<file path="src/rtl/dwell_pkg.sv">
package dwell_pkg;
  localparam int XLIM_W    = 8;
  localparam int CLIM_W    = 8;
  localparam int GRAN_LOG2 = 3;
  localparam int CFG_W     = XLIM_W + CLIM_W;
  localparam int CCNT_W    = CLIM_W + GRAN_LOG2;

  typedef struct packed {
    logic [XLIM_W-1:0] xfer_lim;
    logic [CLIM_W-1:0] clk_lim;
  } dwell_cfg_t;
endpackage

</file>
<file path="src/rtl/dwell_cfg_reg.sv">
module dwell_cfg_reg
  import dwell_pkg::*;
(
  input  logic             clk,
  input  logic             rst_n,
  input  logic             wr_en,
  input  logic [CFG_W-1:0] wr_data,
  input  logic             acq,
  input  logic             owned_q,
  input  logic             bus_owned,
  output dwell_cfg_t       act_cfg
);
  dwell_cfg_t pend_q, pend_d;
  dwell_cfg_t act_q, act_d;

  always_comb begin
    pend_d = pend_q;
    act_d  = act_q;
    if (wr_en) pend_d = dwell_cfg_t'(wr_data);
    if (acq)   act_d  = pend_q;
  end

  always_ff @(posedge clk or negedge rst_n) begin
    if (!rst_n) begin
      pend_q <= '0;
      act_q  <= '0;
    end else begin
      pend_q <= pend_d;
      act_q  <= act_d;
    end
  end

  assign act_cfg = act_q;

  AST_LIMITS_FROZEN_IN_TENURE: assert property (@(posedge clk) disable iff (!rst_n)
    (owned_q && bus_owned) |=> $stable(act_cfg));
endmodule

</file>
<file path="src/rtl/dwell_counters.sv">
module dwell_counters
  import dwell_pkg::*;
(
  input  logic              clk,
  input  logic              rst_n,
  input  logic              bus_owned,
  input  logic              xfer_done,
  output logic              acq,
  output logic              owned_q,
  output logic [XLIM_W-1:0] xfer_cnt,
  output logic [CCNT_W-1:0] clk_cnt
);
  localparam logic [XLIM_W-1:0] XMAX = {XLIM_W{1'b1}};
  localparam logic [CCNT_W-1:0] CMAX = {CCNT_W{1'b1}};

  logic              own_q;
  logic [XLIM_W-1:0] xc_q, xc_d;
  logic [CCNT_W-1:0] cc_q, cc_d;
  logic              cnt_en;

  assign acq    = bus_owned & ~own_q;
  assign cnt_en = bus_owned;

  always_comb begin
    xc_d = xc_q;
    cc_d = cc_q;
    if (acq) begin
      xc_d = '0;
      cc_d = CCNT_W'(1);
    end else if (cnt_en) begin
      if (xfer_done && xc_q != XMAX) xc_d = xc_q + 1'b1;
      if (cc_q != CMAX)              cc_d = cc_q + 1'b1;
    end
  end

  always_ff @(posedge clk or negedge rst_n) begin
    if (!rst_n) begin
      own_q <= 1'b0;
      xc_q  <= '0;
      cc_q  <= '0;
    end else begin
      own_q <= bus_owned;
      if (acq || cnt_en) begin
        xc_q <= xc_d;
        cc_q <= cc_d;
      end
    end
  end

  assign owned_q  = own_q;
  assign xfer_cnt = xc_q;
  assign clk_cnt  = cc_q;

  AST_COUNTS_RESTART: assert property (@(posedge clk) disable iff (!rst_n)
    acq |=> (clk_cnt == CCNT_W'(1) && xfer_cnt == '0));
  AST_CLOCK_COUNT_NO_WRAP: assert property (@(posedge clk) disable iff (!rst_n)
    (owned_q && bus_owned) |=> (clk_cnt >= $past(clk_cnt)));
endmodule

</file>
<file path="src/rtl/dwell_release.sv">
module dwell_release
  import dwell_pkg::*;
(
  input  logic              clk,
  input  logic              rst_n,
  input  logic              bus_owned,
  input  logic              acq,
  input  logic              xfer_start,
  input  logic              xfer_done,
  input  logic              bus_stall,
  input  dwell_cfg_t        act_cfg,
  input  logic [XLIM_W-1:0] xfer_cnt,
  input  logic [CCNT_W-1:0] clk_cnt,
  output logic              yield_req
);
  logic [CCNT_W-1:0] clk_bound;
  logic [XLIM_W:0]   xfer_next;
  logic              clk_over, xfer_over, fire;
  logic              busy_q, busy_d;
  logic              yld_q, yld_d;

  assign clk_bound = {act_cfg.clk_lim, {GRAN_LOG2{1'b0}}};
  assign xfer_next = {1'b0, xfer_cnt} + 1'b1;
  assign clk_over  = (act_cfg.clk_lim != '0) && (clk_cnt >= clk_bound);
  assign xfer_over = (act_cfg.xfer_lim != '0) && (xfer_next >= {1'b0, act_cfg.xfer_lim});

  always_comb begin
    fire = bus_owned && !acq &&
           ((xfer_done && (xfer_over || clk_over)) ||
            (clk_over && !busy_q && !xfer_start));
    if (!bus_owned || acq)  busy_d = 1'b0;
    else if (xfer_start)    busy_d = 1'b1;
    else if (xfer_done)     busy_d = 1'b0;
    else                    busy_d = busy_q;
    yld_d = bus_owned && (yld_q || fire);
  end

  always_ff @(posedge clk or negedge rst_n) begin
    if (!rst_n) begin
      busy_q <= 1'b0;
      yld_q  <= 1'b0;
    end else begin
      busy_q <= busy_d;
      yld_q  <= yld_d;
    end
  end

  assign yield_req = yld_q;

  AST_DONE_NOT_STALLED: assert property (@(posedge clk) disable iff (!rst_n)
    xfer_done |-> !bus_stall);
  AST_QUIET_ACQ_CYCLE: assert property (@(posedge clk) disable iff (!rst_n)
    acq |-> (!xfer_start && !xfer_done));
  AST_YIELD_AT_BOUNDARY: assert property (@(posedge clk) disable iff (!rst_n)
    $rose(yield_req) |-> $past(xfer_done || !busy_q));
  AST_YIELD_HOLDS: assert property (@(posedge clk) disable iff (!rst_n)
    (yield_req && bus_owned) |=> yield_req);
  AST_YIELD_DROPS: assert property (@(posedge clk) disable iff (!rst_n)
    !bus_owned |=> !yield_req);
  AST_NO_LIMITS_NO_YIELD: assert property (@(posedge clk) disable iff (!rst_n)
    (act_cfg == '0 && !yield_req) |=> !yield_req);
  AST_XFER_LIMIT_HIT: assert property (@(posedge clk) disable iff (!rst_n)
    (bus_owned && !acq && xfer_done && act_cfg.xfer_lim != '0 &&
     xfer_next == {1'b0, act_cfg.xfer_lim}) |=> yield_req);
endmodule

</file>
<file path="src/rtl/dma_dwell_limiter.sv">
module dma_dwell_limiter
  import dwell_pkg::*;
(
  input  logic             clk,
  input  logic             rst_n,
  input  logic             cfg_wr_en,
  input  logic [CFG_W-1:0] cfg_wr_data,
  input  logic             bus_owned,
  input  logic             xfer_start,
  input  logic             xfer_done,
  input  logic             bus_stall,
  output logic             yield_req
);
  logic [1:0]        rst_sync_q;
  logic              rst_int_n;
  logic              acq, owned_q;
  logic [XLIM_W-1:0] xfer_cnt;
  logic [CCNT_W-1:0] clk_cnt;
  dwell_cfg_t        act_cfg;

  always_ff @(posedge clk or negedge rst_n) begin
    if (!rst_n) rst_sync_q <= 2'b00;
    else        rst_sync_q <= {rst_sync_q[0], 1'b1};
  end
  assign rst_int_n = rst_sync_q[1];

  dwell_counters u_cnt (
    .clk(clk), .rst_n(rst_int_n), .bus_owned(bus_owned), .xfer_done(xfer_done),
    .acq(acq), .owned_q(owned_q), .xfer_cnt(xfer_cnt), .clk_cnt(clk_cnt)
  );

  dwell_cfg_reg u_cfg (
    .clk(clk), .rst_n(rst_int_n), .wr_en(cfg_wr_en), .wr_data(cfg_wr_data),
    .acq(acq), .owned_q(owned_q), .bus_owned(bus_owned), .act_cfg(act_cfg)
  );

  dwell_release u_rel (
    .clk(clk), .rst_n(rst_int_n), .bus_owned(bus_owned), .acq(acq),
    .xfer_start(xfer_start), .xfer_done(xfer_done), .bus_stall(bus_stall),
    .act_cfg(act_cfg), .xfer_cnt(xfer_cnt), .clk_cnt(clk_cnt), .yield_req(yield_req)
  );

  AST_RESET_QUIET: assert property (@(posedge clk)
    !rst_int_n |=> !yield_req);
endmodule

</file>
<file path="config.mk">
export PLATFORM = sky130hd
export DESIGN_NAME = dma_dwell_limiter
export DESIGN_NICKNAME = d
export VERILOG_FILES = /design/src/rtl/dwell_pkg.sv /design/src/rtl/dwell_cfg_reg.sv /design/src/rtl/dwell_counters.sv /design/src/rtl/dwell_release.sv /design/src/rtl/dma_dwell_limiter.sv
export SDC_FILE = /design/constraint.sdc
export NUM_CORES = 1
export LEC_CHECK = 0
export ABC_AREA = 0
export CAP_MARGIN = 15
export CELL_PAD_IN_SITES_DETAIL_PLACEMENT = 1
export CELL_PAD_IN_SITES_GLOBAL_PLACEMENT = 1
export CORE_UTILIZATION = 53
export DETAILED_ROUTE_END_ITERATION = 10
export DONT_BUFFER_PORTS = 1
export PLACE_DENSITY = 0.92
export SLEW_MARGIN = 20
export SYNTH_ARGS = -nofsm -noshare
export SYNTH_HDL_FRONTEND = slang
export SYNTH_SLANG_ARGS = --single-unit
export TNS_END_PERCENT = 30
</file>
<file path="constraint.sdc">
create_clock -name clk -period 5.3 [get_ports clk]
set_input_delay 0.265 -clock clk [delete_from_list [all_inputs] [get_ports clk]]
set_output_delay 0.265 -clock clk [all_outputs]
set_load 0.02 [all_outputs]
</file>
==> run_results.csv, run 1 <==
group,metric,value,unit
outcome,outcome,"finished, final reports clean",
yosys,ys_seq_elements,56,
global_route,grt_pass1_wl,12700,um
cts,tritoncts,"built",
critical_path,timing.reg2reg.setup_slack,2340,ps
floorplanning,core_area,0.00514,sq mm
worst_hold_path,min_from,"bus_owned",
sta,fin_crit_sh,0.559,
power,p_leak,1.40,nW
critical_path,endpoint_kind,"flop",
cts,clk_latency,330,ps
floorplanning,dieHeight,75.4,um
sta,finalHoldViolCount,0,
final_layout,insertedDiodeCount,0,
final_layout,final_cell_mix,"dfrtp_1 (55), nand2_1 (34), o21ai_0 (24)",
critical_path,crit_fanout,5,
yosys,synthSimpleGateAreaFrac,0.142,
global_route,antenna_found_initial,0,
cts,post_cts_buffers,0,
critical_path,worst-endpoint-required,5500,ps
critical_path,reg2reg_depth,10,
detailed_routing,remaining_drc_errors,0,
floorplanning,boundaryPins,24,
critical_path,cpMaxStageDelayCell,"dfrtp_1",
detailed_routing,avgViaCountPerCell,6.33,
critical_path,worstPathCellList,"ha_1 > nand4_1 > or2_2 > xnor2_1 > ha_1 > a21o_1 > a221oi_1 > nand2_1 > o21ai_0 > nand3_1",
critical_path,cp-start-kind,"flop",
yosys,synthDistinctLibCells,43,
detailed_routing,drt_wl_total,8210,um
placement,dpl-instance-area,0.00291,sq mm
yosys,synth_flop_cell,"dfrtp_1",
sta,fin_crit,2960,ps
detailed_routing,drt-initial-drc-count,172,
cts,cts_root_buf,"clkbuf_8",
detailed_routing,ant_nets,0,
critical_path,cpPeakStageDelay,460,ps
critical_path,worstPathArrival,3160,ps
yosys,synthMuxAreaShare,0.0749,
cts,clkTransAtPathRegs,110,ps
cts,cts.htree.levels,2,
yosys,yosysSeqAreaShare,0.490,
yosys,synth_warnings,0,
yosys,synth_area,0.00286,sq mm
power,p_per_area,293,mW/mm^2
yosys,synth_compound_area_frac,0.139,
sta,relSlewSlack,0.591,
sta,max_freq,337,MHz
critical_path,critPathMostFrequentCell,"ha_1",
worst_hold_path,hold_end,"u_cnt.xfer_cnt[6]$_DFFE_PN0P_",
critical_path,r2r-start,"u_cnt.xfer_cnt[0]$_DFFE_PN0P_",
power,ir_drop,0.000227,V
yosys,synth-edff-count,0,
final_layout,fin_area,0.00302,sq mm
critical_path,cp_num_buf_inv,0,
placement,gp_congestion,0.836,
global_route,gr-total-overflow,0,
yosys,synth_cells,280,
floorplanning,dieArea,0.00569,sq mm
worst_hold_path,hp-class,"primary input to flop",
sta,fin_hold_ws,15.7,ps
detailed_routing,drt-pass1-iter-count,4,
global_route,grt_max_degree,41,
final_layout,fin_nets,323,
yosys,synth_top_family_by_area,"simple AND/OR/NAND/NOR gates",
critical_path,crit_type,"flop to flop",
yosys,synthArstFlopShare,1.00,
floorplanning,start_util,0.556,
yosys,synth_area_per_cell,10.2,sq um
detailed_routing,wl_per_cell,23.3,um
placement,port_buffers,0,
detailed_routing,vias,2229,
cts,clock-sinks,56,
floorplanning,num_rows,26,
power,p_total,885,uW
sta,grt_setup_unrepaired,"no",
run,maxCapViolCount,0,
sta,setup_viol,0,
worst_hold_path,min_delay_path_depth,1,
final_layout,areaGrowthSynthToFinish,5.82,%
final_layout,mostFrequentLayoutCell,"dfrtp_1",
cts,numCtsBuffers,5,
global_route,grt_usage,0.321,
sta,fin_skew,13.3,ps
sta,slew_viol_final,0,
final_layout,drive_above_1_share,0.131,
sta,worstMarginPinSlew,613,ps
yosys,synth_adder_area_share,0.0832,
global_route,grt_pass1_vias,2355,
placement,hpwl,5230,um
critical_path,cp_top_family,"simple AND/OR/NAND/NOR gates",
yosys,syn_nets,322,
yosys,synth-xor-area-share,0.0245,
sta,finalSetupTns,0,ps
cts,clk_path_buf_depth,2,
floorplanning,chipWidth,75.4,um
critical_path,timing.rr.end,"u_rel.yield_req$_DFF_PN0_",
registers in the layout (all words and copies together) (netlist names):
register         cells
u_rel.yield_req      1
u_cfg.pend_q        16
u_cfg.act_cfg       16
rst_sync_q           2
u_cnt.owned_q        1
u_cnt.xfer_cnt       8
u_rel.busy_q         1
u_cnt.clk_cnt       11
final cells by class:
class / instances / area [sq um]
fillers: 580 / 2120
flip-flops and latches: 56 / 1400
multi-input cells: 193 / 1330
well taps: 70 / 87.6
inverters: 22 / 82.6
clock buffers: 5 / 68.8
repair buffers: 3 / 27.5
clock inverters: 3 / 26.3
power by group:
| part | total [mW] | internal (mW) | switching [mW] |
|---|---|---|---|
| clock network | 0.253 | 0.0968 | 0.156 |
| logic | 0.128 | 0.0519 | 0.0763 |
| registers | 0.504 | 0.466 | 0.0376 |
worst reg2reg max path: cells and delay by family, from the launching register on:
kind	cells	cell delay, ps
AOI/OAI and AO/OA	3	820
xor gates and xnor gates	1	140
adders and majority gates	2	570
DFF	1	460
and+or+nand+nor	4	830
logic make-up after synthesis:
family,Yosys count
simple gates,83
compound gates,63
flops,56
buf+inv,31
fa+ha+maj,19
mux,19
xor+xnor,8
other cells,1
synth_stat cells (2+ instances only):
cell       n  share of area
a21o_1     3         0.0079
a21oi_1   16          0.028
a22o_2     2         0.0070
a31oi_1    4         0.0088
and2_1     3         0.0066
and3_1     4         0.0088
buf_2      3         0.0053
clkbuf_1   5         0.0066
dfrtp_1   56           0.49
ha_1      19          0.083
inv_1     22          0.029
mux2_2    19          0.075
nand2_1   34          0.045
nand3_1   10          0.018
nand4_1    4         0.0088
nor2_1    12          0.016
nor2b_1    2         0.0044
nor3_1     2         0.0035
nor4_1     4         0.0088
o21ai_0   24          0.042
o31ai_1    4          0.011
xnor2_1    5          0.015
xor2_1     3         0.0092
metal layers:
metal	track usage	wire length (um)	up-vias
li1	-	-	975
met1	0.392	3050	1108
met2	0.518	4150	104
met3	0.0780	558	42
met4	0.195	439	0
met5	0	0	-
worst max-delay path by stage:
stage	from	cells past startpoint	slack [ps]	to
after detailed placement	u_cnt.xfer_cnt[2]$_DFFE_PN0P_	10	2650	u_rel.yield_req$_DFF_PN0_
after global routing	u_cnt.xfer_cnt[2]$_DFFE_PN0P_	10	2110	u_rel.yield_req$_DFF_PN0_
final	u_cnt.xfer_cnt[0]$_DFFE_PN0P_	10	2340	u_rel.yield_req$_DFF_PN0_
after CTS	u_cnt.xfer_cnt[2]$_DFFE_PN0P_	10	2420	u_rel.yield_req$_DFF_PN0_
after global placement	u_cnt.xfer_cnt[0]$_DFFE_PN0P_	10	2810	u_rel.yield_req$_DFF_PN0_
after floorplan	u_cnt.xfer_cnt[0]$_DFFE_PN0P_	10	2980	u_rel.yield_req$_DFF_PN0_
stage by stage:
step / setup slack, ps / cells / utilization
2_1_floorplan: 2980 / 280 / -
3_3_place_gp: 2810 / 342 / 0.566
3_5_place_dp: 2650 / 342 / 0.566
4_1_cts: 2420 / 352 / 0.588
5_1_grt: 2110 / 352 / 0.588
6_report: 2340 / 352 / 0.588
timing repair:
item,CTS,global route
endpoints found under the hold margin,3,0
gates resized for setup,0,0
hold buffers,2,0
No activity file was read; power rests on OpenSTA's default activity.
==> run 2, diff against run 1 <==
--- a/config.mk
+++ b/config.mk
@@ -9,10 +9,10 @@
 export CAP_MARGIN = 15
 export CELL_PAD_IN_SITES_DETAIL_PLACEMENT = 1
 export CELL_PAD_IN_SITES_GLOBAL_PLACEMENT = 1
-export CORE_UTILIZATION = 53
+export CORE_UTILIZATION = 49
 export DETAILED_ROUTE_END_ITERATION = 10
 export DONT_BUFFER_PORTS = 1
-export PLACE_DENSITY = 0.92
+export PLACE_DENSITY = 0.87
 export SLEW_MARGIN = 20
 export SYNTH_ARGS = -nofsm -noshare
 export SYNTH_HDL_FRONTEND = slang
==> constraint.sdc (replaced) <==
create_clock -name clk -period 3.1 [get_ports clk]
set_input_delay 0.155 -clock clk [delete_from_list [all_inputs] [get_ports clk]]
set_output_delay 0.155 -clock clk [all_outputs]
set_load 0.02 [all_outputs]
==> run 2 against run 1 <==
  * Critical path type unchanged
  * Clock skew increased by 0.75 ps
  * Highest routed layer is now met5
  * Sequential share of layout area decreased by 4.2 points
  * Critical path depth unchanged
  * Final area increased by 9.9%
  * Worst hold slack got worse by 18 ps
  * Non-clock buffer count increased by 26
  * Via count increased by 17%
  * The run now ends with negative hold slack left
  * Utilization increased by 0.80 points
==> run_results.csv, run 2 (same netlist as run 1, synthesis figures left out) <==
group,metric,value,unit
power,ir_drop,0.000380,V
cts,cts_root_buf,"clkbuf_8",
sta,setup_viol,0,
sta,fin_hold_ws,-2.28,ps
sta,fin_skew,14.1,ps
detailed_routing,ant_nets,0,
sta,finalWorstSetupSlack,104,ps
cts,clkTransAtPathRegs,120,ps
critical_path,cpPeakStageDelay,440,ps
floorplanning,core_area,0.00557,sq mm
critical_path,worstPathCellList,"ha_1 > nand4_1 > or2_2 > xnor2_1 > ha_1 > a21o_1 > a221oi_2 > nand2_1 > o21ai_0 > nand3_1",
power,p_sw_frac,0.306,
power,combPwrFrac,0.159,
power,pwr-share-seq,0.519,
cts,tritoncts,"built",
power,intPower,1.18,mW
placement,port_buffers,0,
placement,gp_congestion,0.805,
critical_path,cp_top_family,"compound AO/OA/AOI/OAI gates",
detailed_routing,drt_wl_total,10500,um
critical_path,timing.reg2reg.setup_slack,100,ps
cts,clk_path_buf_depth,2,
placement,hpwl,4570,um
power,p_switching,521,uW
global_route,gr-total-overflow,0,
cts,numCtsBuffers,5,
critical_path,cp-start-kind,"flop",
final_layout,areaGrowthSynthToFinish,16.3,%
critical_path,endpoint_kind,"flop",
sta,fin_crit,3000,ps
final_layout,drive_above_1_share,0.127,
global_route,grt_usage,0.349,
floorplanning,num_rows,27,
sta,grt_setup_unrepaired,"no",
power,pwr-share-clk,0.322,
detailed_routing,remaining_drc_errors,0,
critical_path,crit_fanout,5,
run,maxCapViolCount,0,
outcome,outcome,"complete, but fails checks",
placement,dp_slack,452,ps
power,p_total,1.70,mW
global_route,grt_pass1_vias,2705,
final_layout,final_cell_mix,"dfrtp_1 (55), nand2_1 (34), dlygate4sd3_1 (28)",
worst_hold_path,hp-class,"primary input to flop",
detailed_routing,drt-initial-drc-count,278,
floorplanning,dieHeight,78.4,um
floorplanning,dieArea,0.00614,sq mm
floorplanning,chipWidth,78.4,um
floorplanning,start_util,0.513,
global_route,grt_pass1_wl,15500,um
global_route,antenna_found_initial,2,
power,p_per_area,512,mW/mm^2
critical_path,worstPathArrival,3160,ps
detailed_routing,drt-pass1-iter-count,5,
final_layout,fin_nets,349,
detailed_routing,vias,2604,
sta,max_freq,334,MHz
sta,finalHoldViolCount,2,
power,p_leak,1.52,nW
sta,finalSetupTns,0,ps
cts,clock-sinks,56,
critical_path,crit_type,"flop to flop",
floorplanning,boundaryPins,24,
sta,fin_crit_sh,0.966,
critical_path,worst-endpoint-required,3260,ps
outcome,violations,"negative hold slack",
sta,slew_viol_final,0,
critical_path,critPathMostFrequentCell,"ha_1",
sta,worstMarginPinSlew,951,ps
sta,relSlewSlack,0.366,
cts,cts.htree.levels,2,
detailed_routing,wl_per_cell,27.7,um
detailed_routing,avgViaCountPerCell,6.83,
cts,clk_latency,330,ps
critical_path,cpMaxStageDelayCell,"dfrtp_1",
final_layout,mostFrequentLayoutCell,"dfrtp_1",
critical_path,cp_num_buf_inv,0,
global_route,grt_max_degree,41,
run 2: repair_timing:
action / 4_1_cts / 5_1_grt
endpoints found under the setup margin: 0 / 1
buffers inserted: 0 / 0
hold endpoints to repair: 25 / 8
hold buffers: 24 / 4
resized for setup: 0 / 2
run 2: final timing paths:
| kind | start | to | cells after the start |
|---|---|---|---|
| worst max-delay path | u_cnt.xfer_cnt[0]$_DFFE_PN0P_ | u_rel.yield_req$_DFF_PN0_ | 10 |
| worst min-delay path | cfg_wr_en | u_cfg.pend_q[14]$_DFFE_PN0P_ | 1 |
| worst max register to register | u_cnt.xfer_cnt[0]$_DFFE_PN0P_ | u_rel.yield_req$_DFF_PN0_ | 10 |
| worst min register to register | rst_sync_q[0]$_DFF_PN0_ | rst_sync_q[1]$_DFF_PN0_ | 0 |
| max in group asynchronous | rst_sync_q[1]$_DFF_PN0_ | u_cnt.clk_cnt[8]$_DFFE_PN0P_ | 1 |
| min in group asynchronous | rst_n | rst_sync_q[0]$_DFF_PN0_ | 1 |
run 2: final cells by class:
type	count	area [sq um]
Multi-Input combinational cell	193	1340
Clock buffer	6	82.6
Sequential cell	56	1400
Inverter	22	82.6
Fill cell	586	2250
Timing Repair Buffer	29	288
Clock inverter	2	38.8
Tap cell	72	90.1
Antenna cell	1	2.50
run 2: metal layers:
layer,wire length (um),part of all wire,track usage,vias to the layer above
met5,13,0.0012,0,-
met1,4230,0.40,0.432,1294
met3,956,0.091,0.0919,67
li1,-,-,-,1027
met4,617,0.059,0.202,2
met2,4720,0.45,0.552,214
run 2: power by group through the flow:
stage | registers (mW) | clock network, mW | logic (mW)
floorplan | 0.853 | 0 | 0.146
global placement | 0.866 | 0 | 0.164
detailed placement | 0.873 | 0 | 0.181
CTS | 0.863 | 0.518 | 0.221
global route | 0.886 | 0.559 | 0.286
finish | 0.882 | 0.548 | 0.270
run 2: metrics by stage:
stage               instances  cell area (sq um)  hold slack [ps]  utilization
CTS                       376               3270            0.403        0.587
finish                    381               3320            -2.28        0.596
detailed placement        344               2910             -141        0.522
global route              381               3320            -9.05        0.596
floorplan                 280               2860             -141            -
global placement          344               2910             -141        0.522
run 2: worst register-to-register path, cell delays in order, from the launching register on:
cell and delay [ps]:
dfrtp_1 440, ha_1 280, nand4_1 170, or2_2 350, xnor2_1 140, ha_1 300
a21o_1 220, a221oi_2 350, nand2_1 100, o21ai_0 300, nand3_1 190
